===== config.mk =====
export PLATFORM = sky130hd
export DESIGN_NAME = scc_bus_glue
export DESIGN_NICKNAME = d
export VERILOG_FILES = /design/src/rtl/scc_glue_pkg.sv /design/src/rtl/scc_mode_detect.sv /design/src/rtl/scc_ack_track.sv /design/src/rtl/scc_wr_delay.sv /design/src/rtl/scc_dma_clip.sv /design/src/rtl/scc_bus_glue.sv
export SDC_FILE = /design/constraint.sdc
export NUM_CORES = 1
export LEC_CHECK = 0
export ABC_AREA = 0
export BUFFER_PORTS_ARGS = -buffer_cell sky130_fd_sc_hd__buf_4
export CORE_MARGIN = 3
export CORE_UTILIZATION = 30
export CTS_CLUSTER_DIAMETER = 120
export DETAILED_ROUTE_END_ITERATION = 12
export PLACE_DENSITY = 0.66
export SLEW_MARGIN = 25
export SYNTH_ARGS = -nofsm -noshare
export SYNTH_HDL_FRONTEND = slang
export SYNTH_HIERARCHICAL = 1
export SYNTH_SLANG_ARGS = --single-unit

===== constraint.sdc =====
create_clock -name clk -period 1.65 [get_ports clk]
set_input_delay 0.33 -clock clk [delete_from_list [all_inputs] [get_ports clk]]
set_output_delay 0.33 -clock clk [all_outputs]
set_load 0.01 [all_outputs]

===== src/rtl/scc_glue_pkg.sv =====
// Shared types and constants for the serial controller bus adapter.
// Assumes the register window is 128 bytes and naturally aligned.
package scc_glue_pkg;
    // Address bits spanned by the controller's register window.
    localparam int WIN_BITS = 7;

    // Phase of the host's double acknowledge sequence.
    typedef enum logic {
        ACK_FIRST  = 1'b0,
        ACK_SECOND = 1'b1
    } ack_phase_e;
endpackage


===== src/rtl/scc_mode_detect.sv =====
// Detects the bus style from activity on the latch-enable strap.
// Assumes the strap is synchronous to clk. Non-multiplexed is the default.
module scc_mode_detect (
    input  logic clk,
    input  logic rst_n,
    input  logic ale,
    output logic mux_mode
);
    logic ale_q;
    logic mux_q;

    // Sticky style flag, set on the first rising edge of the strap.
    always_ff @(posedge clk) begin
        if (!rst_n) begin
            ale_q <= 1'b0;
            mux_q <= 1'b0;
        end else begin
            ale_q <= ale;
            mux_q <= mux_q | (ale & ~ale_q);
        end
    end

    assign mux_mode = mux_q;
endmodule


===== src/rtl/scc_ack_track.sv =====
// Tracks which of the host's two acknowledge cycles is in progress.
// An acknowledge cycle is inta_n low. Any completed read or write re-aligns the tracker.
module scc_ack_track
    import scc_glue_pkg::*;
(
    input  logic clk,
    input  logic rst_n,
    input  logic inta_n,
    input  logic rd_n,
    input  logic wr_n,
    output logic second
);
    ack_phase_e phase_q;
    logic       inta_q;
    logic       rd_q;
    logic       wr_q;
    logic       ack_end;
    logic       bus_end;

    assign ack_end = ~inta_q & inta_n;
    assign bus_end = inta_n & ((~rd_q & rd_n) | (~wr_q & wr_n));

    // Phase register: cleared by ordinary cycles, toggled by acknowledge ends.
    always_ff @(posedge clk) begin
        if (!rst_n) begin
            phase_q <= ACK_FIRST;
            inta_q  <= 1'b1;
            rd_q    <= 1'b1;
            wr_q    <= 1'b1;
        end else begin
            inta_q <= inta_n;
            rd_q   <= rd_n;
            wr_q   <= wr_n;
            if (bus_end)
                phase_q <= ACK_FIRST;
            else if (ack_end)
                phase_q <= (phase_q == ACK_FIRST) ? ACK_SECOND : ACK_FIRST;
        end
    end

    assign second = (phase_q == ACK_SECOND);
endmodule


===== src/rtl/scc_wr_delay.sv =====
// Holds back the controller write strobe until host data has had DELAY clock edges to settle.
// The strobe ends combinationally with the request, so it never outlasts the host write.
module scc_wr_delay #(
    parameter int DELAY = 2
) (
    input  logic clk,
    input  logic rst_n,
    input  logic wr_req,
    output logic wr_go
);
    localparam int CNT_W = (DELAY < 1) ? 1 : $clog2(DELAY + 1);

    generate
        if (DELAY == 0) begin : g_pass
            assign wr_go = wr_req;
        end else begin : g_count
            logic [CNT_W-1:0] cnt_q;

            // Saturating count of edges seen with the request held.
            always_ff @(posedge clk) begin
                if (!rst_n || !wr_req)
                    cnt_q <= '0;
                else if (cnt_q != CNT_W'(DELAY))
                    cnt_q <= cnt_q + 1'b1;
            end

            assign wr_go = wr_req & (cnt_q == CNT_W'(DELAY));
        end
    endgenerate
endmodule


===== src/rtl/scc_dma_clip.sv =====
// Releases the transmit DMA request early when the host writes the channel data register.
// Holds the request off until the write ends and the raw request has been seen inactive.
module scc_dma_clip (
    input  logic clk,
    input  logic rst_n,
    input  logic raw_req_n,
    input  logic data_wr,
    input  logic host_wr_n,
    output logic req_n
);
    logic blk_q;

    // Block flag: set by the data write, cleared once the write is over and raw has gone high.
    always_ff @(posedge clk) begin
        if (!rst_n)
            blk_q <= 1'b0;
        else if (data_wr)
            blk_q <= 1'b1;
        else if (host_wr_n && raw_req_n)
            blk_q <= 1'b0;
    end

    assign req_n = raw_req_n | data_wr | blk_q;
endmodule


===== src/rtl/scc_bus_glue.sv =====
// Top of the host-to-serial-controller adapter: address decode, strobe steering,
// reset merge, acknowledge splitting and DMA request clipping.
// Assumes all host inputs are synchronous to clk and BASE_ADDR is 128-byte aligned.
module scc_bus_glue
    import scc_glue_pkg::*;
#(
    parameter int              ADDR_W    = 16,
    parameter logic [ADDR_W-1:0] BASE_ADDR = 16'h0100,
    parameter int              WR_DELAY  = 2
) (
    input  logic              clk,
    input  logic              rst_n,
    input  logic              host_ale,
    input  logic              host_rd_n,
    input  logic              host_wr_n,
    input  logic              host_inta_n,
    input  logic              host_reset,
    input  logic [ADDR_W-1:0] host_addr,
    input  logic              scc_txreq_n,
    output logic              scc_cs_n,
    output logic              scc_as_rd_n,
    output logic              scc_ds_wr_n,
    output logic              scc_chan_a,
    output logic              scc_data_sel,
    output logic              dma_txreq_n,
    output logic              mux_mode
);
    localparam int TAG_W = ADDR_W - WIN_BITS;

    logic hit;
    logic rd_sel;
    logic wr_sel;
    logic wr_go;
    logic ack_second;
    logic ack2;
    logic mux_now;
    logic as_on;
    logic ds_on;
    logic data_wr_b;

    // Address decode: even locations inside the aligned window.
    assign hit = (host_addr[ADDR_W-1:WIN_BITS] == BASE_ADDR[ADDR_W-1:WIN_BITS])
               && !host_addr[0];
    assign rd_sel = hit & ~host_rd_n & host_inta_n;
    assign wr_sel = hit & ~host_wr_n & host_inta_n;
    assign scc_cs_n     = ~(rd_sel | wr_sel);
    assign scc_chan_a   = host_addr[2];
    assign scc_data_sel = host_addr[1];
    assign data_wr_b    = wr_sel & (host_addr[2:1] == 2'b01);

    scc_mode_detect u_mode (
        .clk      (clk),
        .rst_n    (rst_n),
        .ale      (host_ale),
        .mux_mode (mux_mode)
    );

    scc_ack_track u_ack (
        .clk    (clk),
        .rst_n  (rst_n),
        .inta_n (host_inta_n),
        .rd_n   (host_rd_n),
        .wr_n   (host_wr_n),
        .second (ack_second)
    );

    scc_wr_delay #(.DELAY(WR_DELAY)) u_wr (
        .clk    (clk),
        .rst_n  (rst_n),
        .wr_req (wr_sel),
        .wr_go  (wr_go)
    );

    scc_dma_clip u_dma (
        .clk       (clk),
        .rst_n     (rst_n),
        .raw_req_n (scc_txreq_n),
        .data_wr   (data_wr_b),
        .host_wr_n (host_wr_n),
        .req_n     (dma_txreq_n)
    );

    // Strobe steering per bus style, with host reset forcing both lines active.
    assign ack2    = ~host_inta_n & ack_second;
    assign mux_now = mux_mode | host_ale;
    assign as_on   = host_ale & ~ack2;
    assign ds_on   = rd_sel | wr_go | ack2;

    always_comb begin
        if (host_reset) begin
            scc_as_rd_n = 1'b0;
            scc_ds_wr_n = 1'b0;
        end else if (mux_now) begin
            scc_as_rd_n = ~as_on;
            scc_ds_wr_n = ~ds_on;
        end else begin
            scc_as_rd_n = ~(rd_sel | ack2);
            scc_ds_wr_n = ~wr_go;
        end
    end

    logic [TAG_W-1:0] unused_tag;
    assign unused_tag = BASE_ADDR[ADDR_W-1:WIN_BITS];
endmodule


### Word-level counts from Yosys, hierarchy flattened

Index checks and enable logic that the tools add are counted.

* flip-flop bits (word level): 9
* input port bits: 24
* output and inout bits: 7
* logic and storage cells: 64

* add/sub/neg operators: 1
* equal/unequal tests: 4
* mux-type cells: 7
* bitwise operators: 36
* reductions and logical operators: 8

Operator list (count)
* 1-bit NOT: 14
* 1-bit AND: 13
* 9-bit by 2-bit equality test with 1-bit output, second input constant: 1
* 1-bit OR: 9
* 1-bit 2-to-1 mux: 7
* 1-bit zero test: 3
* 2-bit by 1-bit adder with 2-bit output, second input constant: 1
* 2-bit by 1-bit equality test with 1-bit output, second input constant: 1
* 2-bit equality test, second input constant: 1
* 1-bit logical AND: 2
* 2-bit != test, second input constant: 1
* 2-bit nonzero test: 1
* 2-bit OR reduction: 1
* 1-bit logical OR: 1

### Depth between registers and ports, before layout

Gate-level depths: netlist of run 1.

* depth after elaboration: 10
* mapped depth: 6
* mapped depth without buffers: 6

### Modules after synthesis

Netlist of run 1, hierarchy kept.

By module, submodules not included
* scc_bus_glue: times used 1, cells an instance 17, area an instance 147.6 sq um, sequential area each 0.0 sq um
* scc_ack_track: times used 1, cells an instance 14, area an instance 145.1 sq um, sequential area each 80.1 sq um
* scc_wr_delay: times used 1, cells an instance 11, area an instance 98.8 sq um, sequential area each 40.0 sq um
* scc_mode_detect: times used 1, cells an instance 5, area an instance 68.8 sq um, sequential area each 40.0 sq um
* scc_dma_clip: times used 1, cells an instance 5, area an instance 41.3 sq um, sequential area each 20.0 sq um

### Least setup slack after synthesis of run 1

No wires, ideal clock.

* path kind: in2out
* start point: in host_addr[0]
* end point: out dma_txreq_n
* data arrival time: 1334 ps
* data required time: 1320 ps
* setup slack: -14 ps
* cell stages on the path: 4
* path buffers: 0
* path through: nor4b_2 -> nand3_2 -> nor4b_1 -> or3_1

* cells in the longest elaborated chain, start to end: 7

RTL lines
* from (decl): RTL line scc_bus_glue.sv:18 `input logic [ADDR_W-1:0] host_addr,`
* 1-bit zero test: RTL line scc_bus_glue.sv:43 `&& !host_addr[0];`
* 1-bit logical AND: RTL line scc_bus_glue.sv:43
* 1-bit AND (2 in series): RTL line scc_bus_glue.sv:45 `assign wr_sel = hit & ~host_wr_n & host_inta_n;`
* 1-bit AND: RTL line scc_bus_glue.sv:49 `assign data_wr_b = wr_sel & (host_addr[2:1] == 2'b01);`
* named net data_wr_b: RTL line scc_bus_glue.sv:39 `logic data_wr_b;`
* 1-bit OR (2 in series): RTL line scc_dma_clip.sv:23 `assign req_n = raw_req_n | data_wr | blk_q;`
* to (decl): RTL line scc_bus_glue.sv:25 `output logic dma_txreq_n,`

The timed path passes the listed nets, and every way through them passes these cells.

### Final worst setup path of run 1

* start point: in host_addr[7]
* end point: out scc_ds_wr_n

* cells in the longest elaborated chain, start to end: 10
* elaborated cells between the ends (all ways): 13
* classes of those cells: eq/ne: 1; mux: 2; bitwise: 9; reduce/logical: 1

RTL lines
* 9-bit by 2-bit equality test with 1-bit output (*): RTL line scc_bus_glue.sv:42 `assign hit = (host_addr[ADDR_W-1:WIN_BITS] == BASE_ADDR[ADDR_W-1:WIN_BITS])`
* 1-bit logical AND (*): RTL line scc_bus_glue.sv:43
* 1-bit AND (*) (2 in series): RTL line scc_bus_glue.sv:45
* named net wr_sel: RTL line scc_bus_glue.sv:32 `logic wr_sel;`
* 1-bit AND (*): RTL line scc_wr_delay.sv:27 `assign wr_go = wr_req & (cnt_q == CNT_W'(DELAY));`
* named net wr_go: RTL line scc_bus_glue.sv:33 `logic wr_go;`
* 1-bit OR (2 in series): RTL line scc_bus_glue.sv:87 `assign ds_on = rd_sel | wr_go | ack2;`
* 1-bit NOT: RTL line scc_bus_glue.sv:95 `scc_ds_wr_n = ~ds_on;`
* 1-bit 2-to-1 mux (*): RTL line scc_bus_glue.sv:93 `end else if (mux_now) begin`
* 1-bit 2-to-1 mux (*): RTL line scc_bus_glue.sv:90 `if (host_reset) begin`
* to (decl): RTL line scc_bus_glue.sv:22 `output logic scc_ds_wr_n,`

Mark *: on every way through the listed nets, which the timed path passes. The rest lies on a longest branch.

==> metrics.csv, run 1 <==
stage;metric;value;unit
route;vias;511;
synthesis;yosysUniqueCellTypes;29;
route;wirelength;1.26;mm
power;irDropWorstVdd;0.271;mV
finish;fill_cells;157;
clocking;cts_sinks;9;
power;leakage;0.390;nW
route;avgViaCountPerCell;4.96;
placement;place_area;731;sq um
route;drc;0;
finish;stdcell_area;881;sq um
synthesis;synthFlopType;dfxtp_1;
global_route;grt_pass1_vias;497;
power;total_power;0.000509;W
finish;layout_commonest_cell;buf_4;
sta;worstMarginPinSlew;0.295;ns
sta;max-slew-margin-rel;80.3;%
placement;portBuffers;26;
sta;finClkSkew;0.000222;ns
setup_path;worstSetupPathType;input pin to output pin;
setup_path;cp_data_required_time;1.32;ns
synthesis;yosys_warnings;6;
setup_path;cp.arrival;1.43;ns
global_route;overflow;0;
placement;dp_hpwl;923;um
finish;drive_gt1_share;60.9;%
route;drt_iter0_markers;8;
sta;fin_crit;1.76;ns
sta;clock.fmax;0.568;GHz
placement;gp_congestion;0.676;
clocking;cts_inserted_buffers;3;
setup_path;worstReg2RegStart;u_ack/second$_SDFFE_PP0P_;
global_route;met3_usage;2.30;%
clocking;insertion_delay;0.25;ns
route;dr.pass1.iters;4;
global_route;met2_usage;20.6;%
clocking;clockBufferDepth;2;
synthesis;yosysSeqAreaShare;35.9;%
floorplanning;start_util;32.5;%
global_route;antenna_found_initial;0;
synthesis;syn_avg_cell_area;9.65;sq um
floorplanning;chipHeight;46.9;um
clocking;h-tree-depth;1;
synthesis;netlist_area;502;sq um
finish;fin_nets;113;
placement;dpl_worst_slack;-0.166;ns
setup_path;start_kind;input pin;
synthesis;synth_edf_count;0;
clocking;ctsHoldBuffers;0;
sta;final-setup-viol-count;4;
route;ant_nets;0;
job;max-cap-violations;0;
clocking;cts_root_buf;clkbuf_4;
finish;multi_input_area;345;sq um
sta;slew_viol_final;0;
sta;setup_ws;-0.112;ns
sta;rsz0062_at_grt;yes;
synthesis;ys_ff_latch;9;
synthesis;synth_nets;77;
finish;utilization;57.1;%
outcome;violations;setup timing;
floorplanning;ios;31;
outcome;status;finished with violations;
finish;area_growth;75.6;%
worst_hold_path;hold_class;input pin to register;
global_route;grt_max_degree;9;
global_route;grt_first_pass_wirelength;1.94;mm
worst_hold_path;hold_start;scc_txreq_n;
finish;regArea;181;sq um
clocking;cts_tree;yes;
sta;period_share;107;%
floorplanning;rows;14;
finish;antenna_cells;0;
synthesis;ys_async_sr_fraction;0;%
global_route;grt_use_met1;13.4;%
global_route;grt_usage;12.3;%
finish;final_cell_mix;22 x buf_4, 10 x buf_6, 8 x dfxtp_1, 4 x nand2b_1, 4 x inv_1;
setup_path;critPathLaunch;host_addr[7];
clocking;cts.clk_slew.worst_paths;0.06;ns
route;wl_per_cell;12.3;um
setup_path;critPathMaxFanout;5;
sta;finalHoldViolations;0;
setup_path;end_kind;output pin;
synthesis;synthCells;52;
floorplanning;floorplan.core_area;0.00154;sq mm
floorplanning;die_w;46.9;um
floorplanning;die-area;0.00220;sq mm
global_route;busiest_layer;met2;
power;p_per_area;578;mW/mm^2
-- where the power goes --
part | switching (W) | total (W) | internal (W)
clock | 0.0000736 | 0.000167 | 0.0000930
combinational | 0.0000408 | 0.000110 | 0.0000693
sequential | 0.00000599 | 0.000232 | 0.000226
-- logic make-up (layout without fill, tap and decap cells) --
kind of cell	after synthesis	in the layout	synth area share, %
adders and majority gates	1	1	2.49
buffers and inverters	6	41	5.98
AOI/OAI and AO/OA	10	10	16.5
DFF	9	9	35.9
and+or+nand+nor	25	25	37.4
xor gates and xnor gates	1	1	1.75
-- cell usage after synthesis (all sizes together) (2+ instances only) --
cell type / count / share of area, %
and2: 2 / 3.0
buf: 2 / 3.0
dfxtp: 9 / 36
inv: 4 / 3.0
nand2: 3 / 2.2
nand2b: 4 / 5.0
nor2: 4 / 3.0
nor4b: 4 / 11
o21a: 2 / 3.0
or2: 2 / 2.5
-- path summary, 6_finish.rpt --
kind	to	slack, ns	depth (start not counted)
worst max-delay path	scc_ds_wr_n	-0.11	8
worst max register to register	u_ack/second$_SDFFE_PP0P_	0.50	3
worst min-delay path	u_dma/blk_q$_SDFFE_PN0P_	0.28	2
worst min register to register	u_wr/g_count.cnt_q[1]$_SDFFE_PP0P_	0.47	2
-- layer usage --
| layer | wire length [um] | part of all wire, % |
|---|---|---|
| met1 | 444 | 35 |
| met2 | 668 | 53 |
| met3 | 131 | 10 |
| met4 | 18 | 1.4 |
| met5 | 0 | 0 |
-- sequential cells by signal, indices dropped and copies added, names as in the netlist --
register and flops:
u_ack/wr_q 1, u_mode/mux_mode 1, u_mode/ale_q 1, u_dma/blk_q 1, u_wr/g_count.cnt_q 2, u_ack/second 1
u_ack/rd_q 1, u_ack/inta_q 1
-- layout make-up --
type,instances,share of cell area (%)
tap,16,2.27
inverter,4,1.70
multi-input combinational,37,39.2
clock buffer,4,2.98
sequential,9,20.6
timing repair buffer,33,33.2
-- timing repair --
| action | in CTS | in global routing |
|---|---|---|
| gates cloned | 0 | 0 |
| setup endpoints to repair | 4 | 5 |
| setup buffers | 4 | 0 |
| endpoints found under the hold margin | 0 | 0 |
| gates resized for setup | 10 | 14 |
| pin swaps | 3 | 1 |
-- per-stage QoR --
stage / instances / hold WS (ns) / TNS (ns)
after global routing: 103 / 0.281 / -0.631
final: 103 / 0.276 / -0.363
after CTS: 103 / 0.265 / -0.281
after global placement: 95 / 0.451 / -0.489
after detailed placement: 95 / 0.465 / -0.497
after floorplan: 52 / 0.403 / 0
-- worst max-delay path: stages --
cell and delay (ns):
buf_6 0.09, nor4b_4 0.32, nand3_4 0.16, nor2_4 0.12
and2_4 0.14, nor2_2 0.03, o311a_1 0.11, buf_6 0.13
Note: power is estimated with default switching activity, not from simulation.
==> run 2, diff against run 1 <==
ABC_CLOCK_PERIOD_IN_PS = 1650   (was unset)
CORE_MARGIN = 1.5   (was 3)
==> metrics.csv, run 2 (same netlist as run 1, synthesis figures left out) <==
stage;metric;value;unit
outcome;status;finished with violations;
outcome;violations;setup timing;
global_route;antenna_found_initial;0;
sta;setup_ws;-0.145;ns
placement;dp_hpwl;885;um
power;irDropWorstVdd;0.346;mV
global_route;grt_first_pass_wirelength;2.07;mm
route;drc;0;
sta;clock.fmax;0.557;GHz
clocking;insertion_delay;0.26;ns
sta;final-setup-viol-count;4;
route;wirelength;1.32;mm
sta;worstMarginPinSlew;0.285;ns
floorplanning;rows;14;
route;drt_iter0_markers;11;
clocking;h-tree-depth;1;
setup_path;critPathMaxFanout;5;
finish;multi_input_area;349;sq um
clocking;cts_root_buf;clkbuf_4;
setup_path;critical-path-slowest-cell;nor4b_4;
setup_path;worstSetupPathType;input pin to output pin;
sta;finClkSkew;0.000139;ns
worst_hold_path;hold_class;input pin to register;
power;p_per_area;566;mW/mm^2
finish;regArea;180;sq um
floorplanning;die_w;43.9;um
finish;layout_commonest_cell;buf_4;
sta;slew_viol_final;0;
floorplanning;die-area;0.00193;sq mm
setup_path;cp_data_required_time;1.32;ns
finish;fin_nets;116;
placement;gp_congestion;0.659;
finish;antenna_cells;0;
setup_path;cp.arrival;1.47;ns
route;avgViaCountPerCell;5.04;
clocking;clockBufferDepth;2;
route;ant_nets;0;
setup_path;end_kind;output pin;
route;dr.pass1.iters;4;
sta;period_share;109;%
setup_path;path_cells;buf_6 -> nor4b_4 -> nand3_4 -> nor4b_4 -> or3_1 -> buf_6;
floorplanning;chipHeight;43.9;um
power;total_power;0.000512;W
sta;whs;0.263;ns
sta;max-slew-margin-rel;81.0;%
global_route;grt_max_degree;9;
power;leakage;0.413;nW
sta;fin_crit;1.80;ns
global_route;grt_usage;14.7;%
finish;area_growth;80.5;%
finish;fill_cells;145;
clocking;cts_inserted_buffers;3;
clocking;cts_tree;yes;
setup_path;start_kind;input pin;
placement;portBuffers;26;
clocking;cts.clk_slew.worst_paths;0.07;ns
global_route;grt_pass1_vias;525;
route;wl_per_cell;12.4;um
clocking;cts_sinks;9;
floorplanning;start_util;32.5;%
job;max-cap-violations;0;
sta;rsz0062_at_grt;yes;
route;vias;534;
finish;final_cell_mix;24 x buf_4, 12 x buf_6, 9 x dfxtp_1, 4 x nand2b_1, 4 x inv_1;
floorplanning;ios;31;
finish;drive_gt1_share;61.1;%
finish;regMostFlops;u_wr/g_count.cnt_q;
global_route;overflow;0;
sta;finalHoldViolations;0;
floorplanning;floorplan.core_area;0.00154;sq mm
setup_path;max_stage_delay;0.32;ns
finish;largest_reg_flops;2;
run 2: cell types whose count changed in the layout (fill, tap and decap cells not counted):
cell / before / now
nand2_4: 0 / 1
o21ai_0: 0 / 1
dfxtp_1: 8 / 9
buf_6: 10 / 12
buf_8: 1 / 0
dfxtp_2: 1 / 0
nand2_1: 3 / 2
o21ai_2: 1 / 0
buf_4: 22 / 24
run 2: repair_timing:
item,CTS,global route
setup endpoints to repair,3,6
buffers inserted,9,1
gates resized for setup,15,9
hold buffers,0,0
pin swaps,6,4
run 2: stage by stage:
| step | cell area, sq um | setup slack [ns] | util, % | std cells | setup TNS [ns] |
|---|---|---|---|---|---|
| 2_1_floorplan | 508 | 0.0724 | - | 52 | 0 |
| 3_3_place_gp | 716 | -0.191 | 46.4 | 93 | -0.435 |
| 3_5_place_dp | 716 | -0.203 | 46.4 | 93 | -0.453 |
| 4_1_cts | 872 | -0.142 | 56.6 | 106 | -0.373 |
| 5_1_grt | 906 | -0.209 | 58.8 | 106 | -0.675 |
| 6_report | 906 | -0.145 | 58.8 | 106 | -0.429 |
run 2: critical path: cells and delay by family:
kind                   cells  cell delay [ns]
buffers and inverters      2             0.19
AND/OR/NAND/NOR            4             0.94
run 2: power breakdown:
group          switching [W]  internal, W
clock              0.0000779    0.0000931
sequential        0.00000609     0.000226
combinational      0.0000413    0.0000681
run 2: path summary, 6_finish.rpt:
check | start | endpoint | slack [ns] | cells after the start
hold / removal | scc_txreq_n | u_dma/blk_q$_SDFFE_PN0P_ | 0.26 | 2
setup / recovery | host_addr[11] | dma_txreq_n | -0.15 | 6
setup reg to reg | u_ack/second$_SDFFE_PP0P_ | u_ack/second$_SDFFE_PP0P_ | 0.50 | 3
hold reg to reg | u_wr/g_count.cnt_q[1]$_SDFFE_PP0P_ | u_wr/g_count.cnt_q[1]$_SDFFE_PP0P_ | 0.48 | 2
run 2: cell type report:
type	count	area share [%]
sequential	9	19.9
timing repair buffer	36	34.8
multi-input combinational	37	38.5
inverter	4	1.66
tap	16	2.21
clock buffer	4	2.90
run 2: routing by layer:
layer  routed length [um]  GRT usage, %  vias to the layer above
met3                   96          3.75                        4
met5                    0             0                        -
met4                   25          7.27                        0
met2                  677          26.2                       29
met1                  516          15.9                      242
li1                     -             -                      259
